--- src/rtl/sat_prog.sv ---
module sat_prog #(
  parameter int WIDTH      = 7,
  parameter int SYS_NS     = 5,
  parameter int CLK_HI_NS  = 30,
  parameter int CLK_LO_NS  = 30,
  parameter int CLK_PER_NS = 100,
  parameter int LE_SU_NS   = 10,
  parameter int LE_PW_NS   = 30,
  parameter int MODE_SU_NS = 100
) (
  input  logic             clk,
  input  logic             rst_n,
  input  logic             req_valid,
  output logic             req_ready,
  input  logic [WIDTH-1:0] req_atten,
  output logic             ser_data,
  output logic             ser_clk,
  output logic             latch_en,
  output logic             mode_serial,
  output logic             done
);
  localparam int NBITS   = WIDTH + 1;
  localparam int BW      = $clog2(NBITS);
  localparam int HI_CYC  = (CLK_HI_NS + SYS_NS - 1) / SYS_NS;
  localparam int LO_RAW  = (CLK_LO_NS + SYS_NS - 1) / SYS_NS;
  localparam int PER_CYC = (CLK_PER_NS + SYS_NS - 1) / SYS_NS;
  localparam int LO_CYC  = (LO_RAW > PER_CYC - HI_CYC) ? LO_RAW : PER_CYC - HI_CYC;
  localparam int SU_CYC  = (LE_SU_NS + SYS_NS - 1) / SYS_NS;
  localparam int PW_CYC  = (LE_PW_NS + SYS_NS - 1) / SYS_NS;
  localparam int MSU_CYC = (MODE_SU_NS + SYS_NS - 1) / SYS_NS;
  localparam int CW      = 16;
  localparam logic [BW-1:0] LAST = BW'(NBITS - 1);

  typedef enum logic [2:0] {IDLE, LOW, HIGH, SETUP, PULSE} st_t;

  st_t              st;
  logic [CW-1:0]    cnt;
  logic [CW-1:0]    msu;
  logic [NBITS-1:0] sh;
  logic [BW-1:0]    bitn;

  assign mode_serial = 1'b1;
  assign ser_data    = sh[0];
  assign req_ready   = (st == IDLE) && (msu == CW'(MSU_CYC));

  always_ff @(posedge clk) begin
    if (!rst_n) msu <= '0;
    else if (msu != CW'(MSU_CYC)) msu <= msu + 1'b1;
  end

  always_ff @(posedge clk) begin
    if (!rst_n) begin
      st       <= IDLE;
      cnt      <= '0;
      sh       <= '0;
      bitn     <= '0;
      ser_clk  <= 1'b0;
      latch_en <= 1'b0;
      done     <= 1'b0;
    end else begin
      done <= 1'b0;
      case (st)
        IDLE: if (req_valid && req_ready) begin
          sh   <= {1'b0, req_atten};
          bitn <= '0;
          cnt  <= CW'(LO_CYC - 1);
          st   <= LOW;
        end
        LOW: if (cnt == '0) begin
          ser_clk <= 1'b1;
          cnt     <= CW'(HI_CYC - 1);
          st      <= HIGH;
        end else cnt <= cnt - 1'b1;
        HIGH: if (cnt == '0) begin
          ser_clk <= 1'b0;
          if (bitn == LAST) begin
            cnt <= CW'(SU_CYC - 1);
            st  <= SETUP;
          end else begin
            sh   <= sh >> 1;
            bitn <= bitn + 1'b1;
            cnt  <= CW'(LO_CYC - 1);
            st   <= LOW;
          end
        end else cnt <= cnt - 1'b1;
        SETUP: if (cnt == '0) begin
          latch_en <= 1'b1;
          cnt      <= CW'(PW_CYC - 1);
          st       <= PULSE;
        end else cnt <= cnt - 1'b1;
        PULSE: if (cnt == '0) begin
          latch_en <= 1'b0;
          done     <= 1'b1;
          st       <= IDLE;
        end else cnt <= cnt - 1'b1;
        default: st <= IDLE;
      endcase
    end
  end
endmodule

--- config.mk ---
export PLATFORM = sky130hd
export DESIGN_NAME = sat_prog
export DESIGN_NICKNAME = d
export VERILOG_FILES = /design/src/rtl/sat_prog.sv
export SDC_FILE = /design/constraint.sdc
export NUM_CORES = 1
export LEC_CHECK = 0
export BUFFER_PORTS_ARGS = -buffer_cell sky130_fd_sc_hd__buf_4
export CORE_MARGIN = 3
export CORE_UTILIZATION = 60
export CTS_CLUSTER_SIZE = 10
export DETAILED_ROUTE_END_ITERATION = 12
export GPL_TIMING_DRIVEN = 1
export PLACE_DENSITY = 0.84
export SKIP_LAST_GASP = 1
export SYNTH_ARGS = -nofsm -noshare
export SYNTH_HDL_FRONTEND = slang
export SYNTH_SLANG_ARGS = --single-unit
--- constraint.sdc ---
create_clock -name clk -period 2.93 [get_ports clk]
set_clock_uncertainty 0.1 [all_clocks]
set_input_delay 0.293 -clock clk [delete_from_list [all_inputs] [get_ports clk]]
set_output_delay 0.293 -clock clk [all_outputs]
set_load 0.01 [all_outputs]
---- Yosys cells after proc, flatten, opt, wreduce, memory -nomap -nowiden ----
Cells that the tools add are included.
W data, S select, Z words.
word-level totals
  output and inout port bits .............. 6
  register bits ........................... 49
  bits of input ports ..................... 10
operators by class
  $add $sub $neg .......................... 3
  mux-type cells .......................... 26
  equality and inequality tests ........... 14
  reductions and logical operators ........ 15
operators by type and width
  operator                 count
  $mux W16                 4
  $pmux W16 S4             1
  $mux W3                  8
  $mux W8                  3
  $add A16 B1 Y16 const B  1
  $eq A16 B5 Y1 const B    1
  $logic_not A16 Y1        1
  $ne A16 B5 Y1 const B    1
  $pmux W8 S2              1
  $sub A16 B1 Y16 const B  1
  $pmux W3 S5              1
  $ne A2 B2 Y1 const B     6
  $reduce_and A3 Y1        3
  $eq A3 B2 Y1 const B     2
  $eq A3 B3 Y1 const B     2
  $pmux W3 S2              1
  $reduce_bool A2 Y1       3
  $reduce_and A5 Y1        1
  $mux W4                  1
  $pmux W1 S2              2
  $reduce_and A4 Y1        1
  $reduce_bool A4 Y1       1
  $add A3 B1 Y3 const B    1
  $eq A3 B1 Y1 const B     1
  7 further kinds          10

---- Depth between registers and ports, before layout ----
  depth after elaboration ................. 5
  depth in mapped cells ................... 9
  mapped depth without buffers ............ 7

---- Worst setup path before layout ----
OpenSTA, ideal clock, no wires.
  path type ............................... register to register
  from .................................... register cnt[8]
  to ...................................... register cnt[15]
  required time ........................... 2.760 ns
  library setup time ...................... 0.070 ns
  setup slack ............................. 0.565 ns
  stages on the path, launching flop included .. 6
  arrival ................................. 2.195 ns
  cells stage by stage .................... dfxtp_1 or4_1 or3_1 or4_1 or4_1 a21oi_1
between the ends
  cells in the longest elaborated chain, start to end .. 3
  elaborated cells between the ends (all ways) .. 8
  classes of those cells .................. add/sub (1); eq/ne (1); mux (4); reduce/logical (2)
ends and longest elaborated chain
  element                                               RTL line  source
  start: declaration                                    37        logic [CW-1:0] cnt;
  start signal: assignment                              66        cnt <= CW'(LO_CYC - 1);
  start signal: assignment                              71        cnt <= CW'(HI_CYC - 1);
  start signal: assignment                              73        end else cnt <= cnt - 1'b1;
  $sub A16 B1 Y16 or $logic_not A16 Y1 (tied branches)  --
  $mux W16 (tied with other cells)                      91        PULSE: if (cnt == '0) begin
  $pmux W16 S4 or $reduce_and A3 Y1 (tied branches)     --
Parallel ways exist; a longest one is shown, timed or not. The select of a mux whose other input is x is not followed.
A chain may end at the register's enable or synchronous reset.

---- Worst setup path after layout ----
  from .................................... register msu[0]
  to ...................................... register cnt[1]
between the ends
  cells in the longest elaborated chain, start to end .. 5
ends and longest elaborated chain
  element                             RTL line  source
  start: declaration                  38        logic [CW-1:0] msu;
  start signal: assignment            48        else if (msu != CW'(MSU_CYC)) msu <= msu + 1'b1;
  $eq A16 B5 Y1                       44        assign req_ready = (st == IDLE) && (msu == CW'(MSU_CYC));
  $logic_and A1 B1 Y1                 44
  $logic_and A1 B1 Y1                 63        IDLE: if (req_valid && req_ready) begin
  $ne A2 B1 Y1 (no source line)       --
  $reduce_and A3 Y1 (no source line)  --
Every way passes these cells.

==> flow_metrics.tcl <==
set metrics [dict create \
    ys_seq_elements 48 \
    synth_ff_type "dfxtp_1" \
    fp.dieArea_um2 5010 \
    area_growth_pct 10.9 \
    clkPwrFrac 0.386 \
    switchingPower_mw 0.307 \
    post_cts_resize_count 0 \
    p_total_mw 1.30 \
    regArea_um2 961 \
    grt-busiest-layer "met2" \
    vias 2283 \
    drtPass1Iterations 4 \
    wl_per_cell_um 15.3 \
    fmaxAchievable_mhz 379 \
    overflow 0 \
    antenna_found_initial 0 \
    async_reset_ff_frac 0 \
    r2r_cells 8 \
    switching_share 0.237 \
    hold_end "sh[5]$_SDFFE_PN0P_" \
    multi_input_area_um2 1440 \
    synth.avg_cell_area_um2 8.47 \
    critical_path_class "reg -> reg" \
    drt_iter0_markers 221 \
    drc_errors 0 \
    worstMarginPinSlew_ps 1220 \
    initial_core_util 0.653 \
    synth_cell_types 50 \
    fillers 310 \
    via_per_inst 6.38 \
    internal_power_mw 0.990 \
    antennaDiodeCount 0 \
    grt_pass1_wl_um 9780 \
    ff2ff_setup_slack_ps 290 \
    synth-edff-count 0 \
    drt-total-wl_um 5490 \
    drtAntennaViolNets 0 \
    fin_tns_setup_ps 0 \
    netlist_instances 297 \
    synth_top_area_frac 0.382 \
    status "finished, final reports clean" \
    powerDensity_nw_per_um2 465 \
    cts.path.max_buffers 2 \
    gp_congestion 0.824 \
    hold_buffers 0 \
    ys_seq_area_frac 0.382 \
    pwr-share-comb 0.098 \
    hpwl_um 3820 \
    drv_slew 0 \
    fp.dieW_um 70.8 \
    cts_tree "built" \
    r2r-end "cnt[1]$_SDFFE_PN0P_" \
    crit_path_end_kind "register" \
    holdCritStartpoint "req_atten[5]" \
    drv_cap 0 \
    p_leak_nw 1.02 \
    netlist_area_um2 2520 \
    ios 16 \
    io_buffers 14 \
    cts_sinks 48 \
    critPathMaxFanout 22 \
    synth_nets 312 \
    root_buffer "clkbuf_8" \
    grt_max_degree 30 \
    row_count 22 \
    grt_use_met1 0.311 \
    yosys.area.top_type "dfxtp_1" \
    cts_made_buffers 5 \
    grt_util_all_layers 0.237 \
    layout-drive-gt1-share 0.123 \
    rsz0062_at_grt "false" \
    min_period_ps 2640 \
    htreeDepth 2 \
    crit_arrival_ps 2760 \
    coreArea_um2 3850 \
    nets 324 \
    ys_top_cells_by_area "dfxtp_1, nor2_1, a21oi_1, or4_1, o31ai_1" \
    post_cts_buffers 0 \
    startpoint_type "register" \
    synth_warnings 0 \
    met2_usage 0.385 \
    path_clk_slew_ps 90 \
    fin_crit_sh 0.901 \
    ir_worst_vdd_v 0.000336 \
    grt.met3_usage 0.0483 \
    insertion_delay_ps 300 \
    required_ps 3050 \
    whs_path_depth 3 \
    slew_headroom 0.185 \
    worst_hold_path_type "in -> reg" \
    r2r_start "msu[0]$_SDFFE_PN0P_" \
    grt_pass1_vias 2210 \
    fp.dieH_um 70.8 \
    pwr-share-seq 0.516 \
    setup_violations 0 \
    hold_viol 0 \
]
placed cells by master (no fill, tap or decap), drive strengths merged, types with 8 or more instances in the layout:
master,n
xnor2,8
dfxtp,48
xor2,8
nor4,10
o21ai,11
nand3,10
buf,23
a21oi,18
a31oi,9
nor3,9
nor2,32
inv,9
nand2,17
o31ai,11
or4,14
final cells by class:
| class | count | area share |
|---|---|---|
| multi-input combinational | 221 | 0.515 |
| sequential | 48 | 0.344 |
| timing repair buffer | 23 | 0.0619 |
| clock buffer | 6 | 0.0296 |
| tap | 48 | 0.0215 |
| clock inverter | 2 | 0.0139 |
| inverter | 10 | 0.0134 |
critical path, cell delays in order, from the launching register on:
cell       delay, ps
dfxtp_1          360
inv_1             70
ha_1             200
nand4bb_1        190
nor4_4            90
nor2_1           920
o21ai_1          170
buf_4            230
a211oi_1         230
registers in the layout, summed over array words and instances (netlist names):
register and count:
st 3, ser_clk 1, done 1, cnt 16, msu 16, latch_en 1
sh 7, bitn 3
per-layer routing:
metal | part of all wire | up-vias | wire [um]
li1 | - | 1143 | -
met4 | 0.013 | 0 | 73
met3 | 0.047 | 6 | 256
met2 | 0.48 | 51 | 2640
met1 | 0.46 | 1083 | 2520
met5 | 0 | - | 0
power groups by stage:
stage                     Combinational, mW  Sequential (mW)  Clock, mW
after floorplan                      0.0892            0.682          0
after global placement                0.123            0.684          0
after detailed placement              0.125            0.684          0
after CTS                             0.126            0.669      0.511
after global routing                  0.143            0.670      0.541
final                                 0.127            0.669      0.501
synth_stat cells, types with 2 or more instances:
| cell type | number |
|---|---|
| or3_1 | 4 |
| clkbuf_1 | 14 |
| buf_4 | 3 |
| nor4b_1 | 2 |
| or4b_1 | 2 |
| o41ai_1 | 2 |
| a31oi_1 | 9 |
| nor4_1 | 8 |
| a32o_1 | 2 |
| o21ai_0 | 6 |
| nor2_1 | 32 |
| inv_1 | 9 |
| o211ai_1 | 2 |
| or4_1 | 12 |
| nor3b_1 | 3 |
| nor3_1 | 9 |
| dfxtp_1 | 48 |
| nand4_1 | 5 |
| nand2_1 | 17 |
| xor2_1 | 8 |
| nand4b_1 | 2 |
| mux2i_1 | 7 |
| o21ai_1 | 5 |
| o221a_1 | 2 |
| ha_1 | 5 |
| nand3_1 | 10 |
| a211oi_1 | 6 |
| xnor2_1 | 8 |
| or2_2 | 2 |
| and4_1 | 4 |
| o31ai_1 | 11 |
| a21oi_1 | 18 |
| and3_1 | 3 |
cell families (layout without fill, tap and decap cells):
logic type	count (synthesis)	in the layout	share of synthesized area
DFF	48	48	0.382
and+or+nand+nor	122	122	0.277
muxes	7	7	0.0278
AOI/OAI and AO/OA	70	70	0.184
xor gates and xnor gates	16	16	0.0557
buffers and inverters	28	41	0.0462
other	1	1	0.00149
adders and majority gates	5	5	0.0249
how the worst max path moves through the flow:
stage | depth (start not counted) | end | from | slack [ps]
4_1_cts | 8 | cnt[1]$_SDFFE_PN0P_ | msu[0]$_SDFFE_PN0P_ | 300
6_report | 8 | cnt[1]$_SDFFE_PN0P_ | msu[0]$_SDFFE_PN0P_ | 290
5_1_grt | 8 | cnt[1]$_SDFFE_PN0P_ | msu[0]$_SDFFE_PN0P_ | 30
3_5_place_dp | 8 | cnt[1]$_SDFFE_PN0P_ | msu[0]$_SDFFE_PN0P_ | 310
3_3_place_gp | 8 | cnt[1]$_SDFFE_PN0P_ | msu[0]$_SDFFE_PN0P_ | 450
2_1_floorplan | 5 | cnt[15]$_SDFFE_PN0P_ | cnt[8]$_SDFFE_PN0P_ | 570
metrics by stage:
step	util	worst slack [ps]	cell area, um2	std cells	hold slack [ps]
after global routing	0.724	25.9	2790	358	182
final	0.724	291	2790	358	178
after detailed placement	0.693	309	2670	350	366
after CTS	0.724	301	2790	358	168
after global placement	0.693	446	2670	350	359
after floorplan	-	565	2520	297	347
No activity file was read; power rests on OpenSTA's default activity.
